$ cat src/rtl/ihr_pkg.sv
package ihr_pkg;
  localparam int DW      = 8;
  localparam int NREG    = 7;
  localparam int MODE_W  = 2;
  localparam int MODE_MAX = 2;
  localparam int SI_BIT  = 3;

  localparam logic [DW-1:0] STATUS_IDLE = 8'hF8;
  localparam logic [DW-1:0] KEY_FIRST   = 8'hA5;
  localparam logic [DW-1:0] KEY_SECOND  = 8'h5A;

  typedef enum logic [1:0] {
    LOC_STAT_PTR = 2'd0,
    LOC_SDATA    = 2'd1,
    LOC_WINDOW   = 2'd2,
    LOC_CTRL     = 2'd3
  } loc_e;

  localparam int IDX_COUNT  = 0;
  localparam int IDX_OWN    = 1;
  localparam int IDX_LO     = 2;
  localparam int IDX_HI     = 3;
  localparam int IDX_TMO    = 4;
  localparam int IDX_PRESET = 5;
  localparam int IDX_MODE   = 6;

  function automatic logic [DW-1:0] reg_default(input int idx);
    case (idx)
      IDX_LO:  return 8'h9D;
      IDX_HI:  return 8'h86;
      IDX_TMO: return 8'hFF;
      default: return 8'h00;
    endcase
  endfunction
endpackage

$ cat src/rtl/ihr_decode.sv
module ihr_decode
  import ihr_pkg::*;
(
  input  logic [1:0] addr,
  input  logic       wr,
  output logic       wr_ptr,
  output logic       wr_dat,
  output logic       wr_win,
  output logic       wr_ctl
);
  always_comb begin
    wr_ptr = wr && (loc_e'(addr) == LOC_STAT_PTR);
    wr_dat = wr && (loc_e'(addr) == LOC_SDATA);
    wr_win = wr && (loc_e'(addr) == LOC_WINDOW);
    wr_ctl = wr && (loc_e'(addr) == LOC_CTRL);
  end
endmodule

$ cat src/rtl/ihr_cfg_bank.sv
module ihr_cfg_bank
  import ihr_pkg::*;
#(
  parameter int W = DW,
  parameter int N = NREG
) (
  input  logic             clk,
  input  logic             rst_n,
  input  logic             clr,
  input  logic             wr_win,
  input  logic [W-1:0]     ptr,
  input  logic [W-1:0]     wdata,
  output logic [N-1:0][W-1:0] regs,
  output logic [W-1:0]     win_rdata
);
  localparam int IW = $clog2(N);

  logic in_range;
  assign in_range = (ptr < W'(N));

  for (genvar i = 0; i < N; i++) begin : g_reg
    logic [W-1:0] q;
    logic         hit;
    assign hit = wr_win && (ptr == W'(i));
    if (i == IDX_MODE) begin : g_mode
      always_ff @(posedge clk or negedge rst_n) begin
        if (!rst_n)                                q <= reg_default(i);
        else if (clr)                              q <= reg_default(i);
        else if (hit && (wdata <= W'(MODE_MAX)))   q <= wdata;
      end
    end else begin : g_plain
      always_ff @(posedge clk or negedge rst_n) begin
        if (!rst_n)     q <= reg_default(i);
        else if (clr)   q <= reg_default(i);
        else if (hit)   q <= wdata;
      end
    end
    assign regs[i] = q;
  end

  always_comb begin
    win_rdata = '0;
    if (in_range) win_rdata = regs[ptr[IW-1:0]];
  end
endmodule

$ cat src/rtl/ihr_key_guard.sv
module ihr_key_guard
  import ihr_pkg::*;
(
  input  logic          clk,
  input  logic          rst_n,
  input  logic          data_wr,
  input  logic          preset_wr,
  input  logic [DW-1:0] wdata,
  output logic          fire
);
  logic armed;

  assign fire = armed && preset_wr && (wdata == KEY_SECOND);

  always_ff @(posedge clk or negedge rst_n) begin
    if (!rst_n)                                  armed <= 1'b0;
    else if (fire)                               armed <= 1'b0;
    else if (preset_wr && (wdata == KEY_FIRST))  armed <= 1'b1;
    else if (data_wr)                            armed <= 1'b0;
  end
endmodule

$ cat src/rtl/ihr_ctrl.sv
module ihr_ctrl
  import ihr_pkg::*;
(
  input  logic          clk,
  input  logic          rst_n,
  input  logic          clr,
  input  logic          wr_ctl,
  input  logic          wr_dat,
  input  logic [DW-1:0] wdata,
  input  logic          si_set,
  input  logic [DW-1:0] status,
  output logic [DW-1:0] ctl,
  output logic [DW-1:0] tx_data,
  output logic          tx_load,
  output logic          irq
);
  logic [DW-1:0] ctl_nx;

  always_comb begin
    ctl_nx = ctl;
    if (wr_ctl) begin
      ctl_nx         = wdata;
      ctl_nx[SI_BIT] = ctl[SI_BIT] & wdata[SI_BIT];
    end
    if (si_set) ctl_nx[SI_BIT] = 1'b1;
  end

  always_ff @(posedge clk or negedge rst_n) begin
    if (!rst_n) begin
      ctl     <= '0;
      tx_data <= '0;
      tx_load <= 1'b0;
    end else if (clr) begin
      ctl     <= '0;
      tx_data <= '0;
      tx_load <= 1'b0;
    end else begin
      ctl     <= ctl_nx;
      tx_load <= wr_dat;
      if (wr_dat) tx_data <= wdata;
    end
  end

  assign irq = ctl[SI_BIT] && (status != STATUS_IDLE);
endmodule

$ cat src/rtl/ihr_host_top.sv
module ihr_host_top
  import ihr_pkg::*;
(
  input  logic          clk,
  input  logic          rst_n,
  input  logic [1:0]    host_addr,
  input  logic [DW-1:0] host_wdata,
  input  logic          host_wr,
  input  logic          host_rd,
  output logic [DW-1:0] host_rdata,
  input  logic [DW-1:0] eng_status,
  input  logic [DW-1:0] eng_rx_data,
  input  logic          eng_si_set,
  output logic [DW-1:0] eng_tx_data,
  output logic          eng_tx_load,
  output logic [DW-1:0] ctrl_q,
  output logic [DW-1:0] cfg_count,
  output logic [DW-1:0] cfg_own_addr,
  output logic [DW-1:0] cfg_scl_lo,
  output logic [DW-1:0] cfg_scl_hi,
  output logic [DW-1:0] cfg_timeout,
  output logic [MODE_W-1:0] cfg_mode,
  output logic          irq,
  output logic          core_rst
);
  logic wr_ptr, wr_dat, wr_win, wr_ctl;
  logic [DW-1:0] ptr;
  logic [NREG-1:0][DW-1:0] regs;
  logic [DW-1:0] win_rdata;
  logic fire;
  logic preset_wr;

  ihr_decode u_dec (
    .addr(host_addr), .wr(host_wr),
    .wr_ptr(wr_ptr), .wr_dat(wr_dat), .wr_win(wr_win), .wr_ctl(wr_ctl)
  );

  assign preset_wr = wr_win && (ptr == DW'(IDX_PRESET));

  ihr_key_guard u_key (
    .clk(clk), .rst_n(rst_n),
    .data_wr(wr_dat | wr_win | wr_ctl),
    .preset_wr(preset_wr), .wdata(host_wdata), .fire(fire)
  );

  always_ff @(posedge clk or negedge rst_n) begin
    if (!rst_n) begin
      ptr      <= '0;
      core_rst <= 1'b0;
    end else begin
      core_rst <= fire;
      if (fire)        ptr <= '0;
      else if (wr_ptr) ptr <= host_wdata;
    end
  end

  ihr_cfg_bank #(.W(DW), .N(NREG)) u_bank (
    .clk(clk), .rst_n(rst_n), .clr(fire), .wr_win(wr_win),
    .ptr(ptr), .wdata(host_wdata), .regs(regs), .win_rdata(win_rdata)
  );

  ihr_ctrl u_ctl (
    .clk(clk), .rst_n(rst_n), .clr(fire), .wr_ctl(wr_ctl), .wr_dat(wr_dat),
    .wdata(host_wdata), .si_set(eng_si_set), .status(eng_status),
    .ctl(ctrl_q), .tx_data(eng_tx_data), .tx_load(eng_tx_load), .irq(irq)
  );

  assign cfg_count    = regs[IDX_COUNT];
  assign cfg_own_addr = regs[IDX_OWN];
  assign cfg_scl_lo   = regs[IDX_LO];
  assign cfg_scl_hi   = regs[IDX_HI];
  assign cfg_timeout  = regs[IDX_TMO];
  assign cfg_mode     = regs[IDX_MODE][MODE_W-1:0];

  always_comb begin
    host_rdata = '0;
    if (host_rd) begin
      case (loc_e'(host_addr))
        LOC_STAT_PTR: host_rdata = eng_status;
        LOC_SDATA:    host_rdata = eng_rx_data;
        LOC_WINDOW:   host_rdata = win_rdata;
        default:      host_rdata = ctrl_q;
      endcase
    end
  end
endmodule

$ cat config.mk
export PLATFORM = sky130hd
export DESIGN_NAME = ihr_host_top
export DESIGN_NICKNAME = d
export VERILOG_FILES = /design/src/rtl/ihr_pkg.sv /design/src/rtl/ihr_decode.sv /design/src/rtl/ihr_cfg_bank.sv /design/src/rtl/ihr_key_guard.sv /design/src/rtl/ihr_ctrl.sv /design/src/rtl/ihr_host_top.sv
export SDC_FILE = /design/constraint.sdc
export NUM_CORES = 1
export LEC_CHECK = 0
export ABC_AREA = 1
export CORE_UTILIZATION = 35
export CTS_CLUSTER_DIAMETER = 150
export DETAILED_ROUTE_END_ITERATION = 7
export PLACE_DENSITY = 0.56
export SYNTH_ARGS = -nofsm -noshare
export SYNTH_HDL_FRONTEND = slang
export SYNTH_SLANG_ARGS = --single-unit
$ cat constraint.sdc
create_clock -name clk -period 4.7 [get_ports clk]
set_clock_uncertainty 0.2 [all_clocks]
set_input_delay 0.94 -clock clk [delete_from_list [all_inputs] [get_ports clk]]
set_output_delay 0.94 -clock clk [all_outputs]
set_load 0.03 [all_outputs]
==> metrics.txt <==
CP startpoint=host_addr[1]; Worst Tran Pin Value=1.061 ns; initial detailed-routing violation count=321; first-pass GRT wire length=21,170 µm; Critical Path Sink Type=primary output; Leakage=2.627 nW; port buffer count=99; Tot GR Track Use=0.2112; worst reg2reg path depth=7; Synth top area share=0.3667; most common cell after layout, fill and taps aside=nand2_1; Synth area leader=dfrtp_1; clock latency at the later pin of the worst-skew pair=0.35 ns; syn nets=631; Hold WC Path Type=reg -> reg; layout cell share with drive strength beyond 1=0.06728; gr ovfl total=0; run status=completed; critical path fanouts, max=8; Ports=100; Die H=116.3 µm; R2R Path End=u_bank.g_reg[1].q[3]; post-route cell area=5673 µm²; register clock-pin slew on the reported worst setup and hold paths=0.06 ns; synthesized area=4572 µm²; Hold-fix buffers, CTS=0; worst-case clock buffer depth=2; CP endpoint=host_rdata[5]; Area contributors post-synth=dfrtp_1 (37%), dfstp_2 (9.2%), nand2_1 (8.3%); register area=2097 µm²; Tmin final=4.400 ns; min-delay src=u_bank.g_reg[5].q[6]; Routed WL=13,510 µm; detailed-route vias per instance=4.941; TritonCTS sink count=83; Crit path arrival time=3.26 ns; setup slack, reg-to-reg=1.51 ns; Crit Path Category=in -> out; Final Max Slew Viols=0; Avg Cell Area, Syn=7.620 µm²; routability cong.=0.9141; sequential area share after synthesis=0.4587; Util after Layout=0.4477; Root Buffer=clkbuf_16; Max-Cap Viols=0; initial antenna violation count=0; Worst Setup Start Kind=primary input; pin count of the biggest net entering global routing=84; DP Wirelength=10,030 µm; Synth Register Bits=83; post-synthesis cell type count=26; H-tree levels=3; synth warn=0; worst r2r src=ptr[0]; layout net count=680; Die W=116.3 µm; # diodes=0; core area=12,670 µm²; area of the multi-input gates=1769 µm²; Post-DP Area=5364 µm²; number of fill cells=1,299; Hold Vio Cnt, Final=0; initial core utilization=0.3608; unrepaired setup endpoints after global routing=no; drt pass-1 iters=5; final setup fails=0; vias in the first global route=3,923; Inserted Clock Buffers=9; Routed wire per std cell=16.36 µm; postcts setup bufs=0; DRC errors left=0; Max IR drop VDD=0.2136 mV; DIE AREA=13,520 µm²; Area Growth Syn to Fin=24.08%; Worst slew margin=0.2927; TNS Setup=0 ns; WHS Path Cells=2; Routed Antenna Nets=0; commonest cells after routing, fill and taps aside=nand2_1 (101), clkdlybuf4s50_1 (98), nor2_1 (75), nand3_1 (75), inv_1 (71); Mapped Cells=600; required time of the critical path=3.56 ns; Power, Total=0.002315 W; Cell Rows=41; post-cts sizing count=0; fin crit share=0.9362; CTS tree=yes; power per cell area=408.1 nW/µm²; Achievable Freq=0.2273 GHz; DR vias=4,081
==> where the power goes <==
part | internal (W) | switching, W | leakage [nW] | total [W]
Sequential | 0.000821 | 0.0000837 | 0.991 | 0.000905
Combinational | 0.000252 | 0.000416 | 1.48 | 0.000668
Clock | 0.000461 | 0.000281 | 0.156 | 0.000742
Total | 0.00153 | 0.000780 | 2.63 | 0.00231
==> area by class of cell <==
class | count | area share
multi-input cells | 382 | 0.3119
inverters | 73 | 0.04830
repair buffers | 100 | 0.1778
clock buffers | 10 | 0.04036
well taps | 172 | 0.03794
clock inverters | 6 | 0.01412
flip-flops and latches | 83 | 0.3697
==> kinds of logic (layout without fill, tap and decap cells) <==
group           Yosys count  in the layout  share of synthesized area
compound gates          114            114                     0.1322
buf+inv                 135            189                     0.1544
flops                    83             83                     0.4587
simple gates            268            268                     0.2548
==> flip-flops by register name (all words and copies together) (netlist names) <==
name	flops
ptr	8
u_key.armed	1
u_ctl.ctl	8
core_rst	1
u_ctl.tx_load	1
u_ctl.tx_data	8
u_bank.g.q	56
==> through the flow <==
stage	hold slack (ns)	std cells	setup slack, ns
final	0.2895	826	0.3001
after global routing	0.3170	826	0.1281
after CTS	0.2935	826	0.3185
after detailed placement	0.2794	810	0.3242
after global placement	0.2678	810	0.3953
after floorplan	0.2530	600	1.461
==> routing by layer <==
layer,wire (µm),track usage
met5,0,0
met1,6225,0.2858
met2,6415,0.3361
met3,670,0.04826
met4,203,0.06496
==> cells in the mapped netlist <==
master    count
o21ai_1      26
a211oi_1      5
dfrtp_1      67
o21ai_0      61
clkbuf_1      9
nor2_1       75
nand3_1      75
nand4_1       6
buf_2         6
o211ai_1      1
nand3_2       1
buf_6         4
inv_1        71
a21oi_1      12
buf_4        43
o21a_1        5
nand2_2       4
nor4_1        2
nand2_1     101
nor2_4        1
dfstp_2      16
nor2_8        1
inv_2         2
nor2_2        2
o31ai_1       1
o22ai_1       3
==> worst max-delay path: stages <==
cell,delay [ns]
clkdlybuf4s50_1,0.61
inv_2,0.07
nor2_2,0.14
o21ai_0,0.11
nor2_1,0.39
nand3_1,0.15
a21oi_1,0.16
clkdlybuf4s50_1,0.69
==> how the worst min path moves through the flow <==
| stage | endpoint |
|---|---|
| detailed placement | u_bank.g_reg[5].q[6] |
| global route | u_bank.g_reg[5].q[3] |
| global placement | u_bank.g_reg[5].q[1] |
| floorplan | u_bank.g_reg[5].q[1] |
| CTS | u_bank.g_reg[5].q[6] |
| finish | u_bank.g_reg[5].q[6] |
Note: power is estimated with default switching activity, not from simulation.
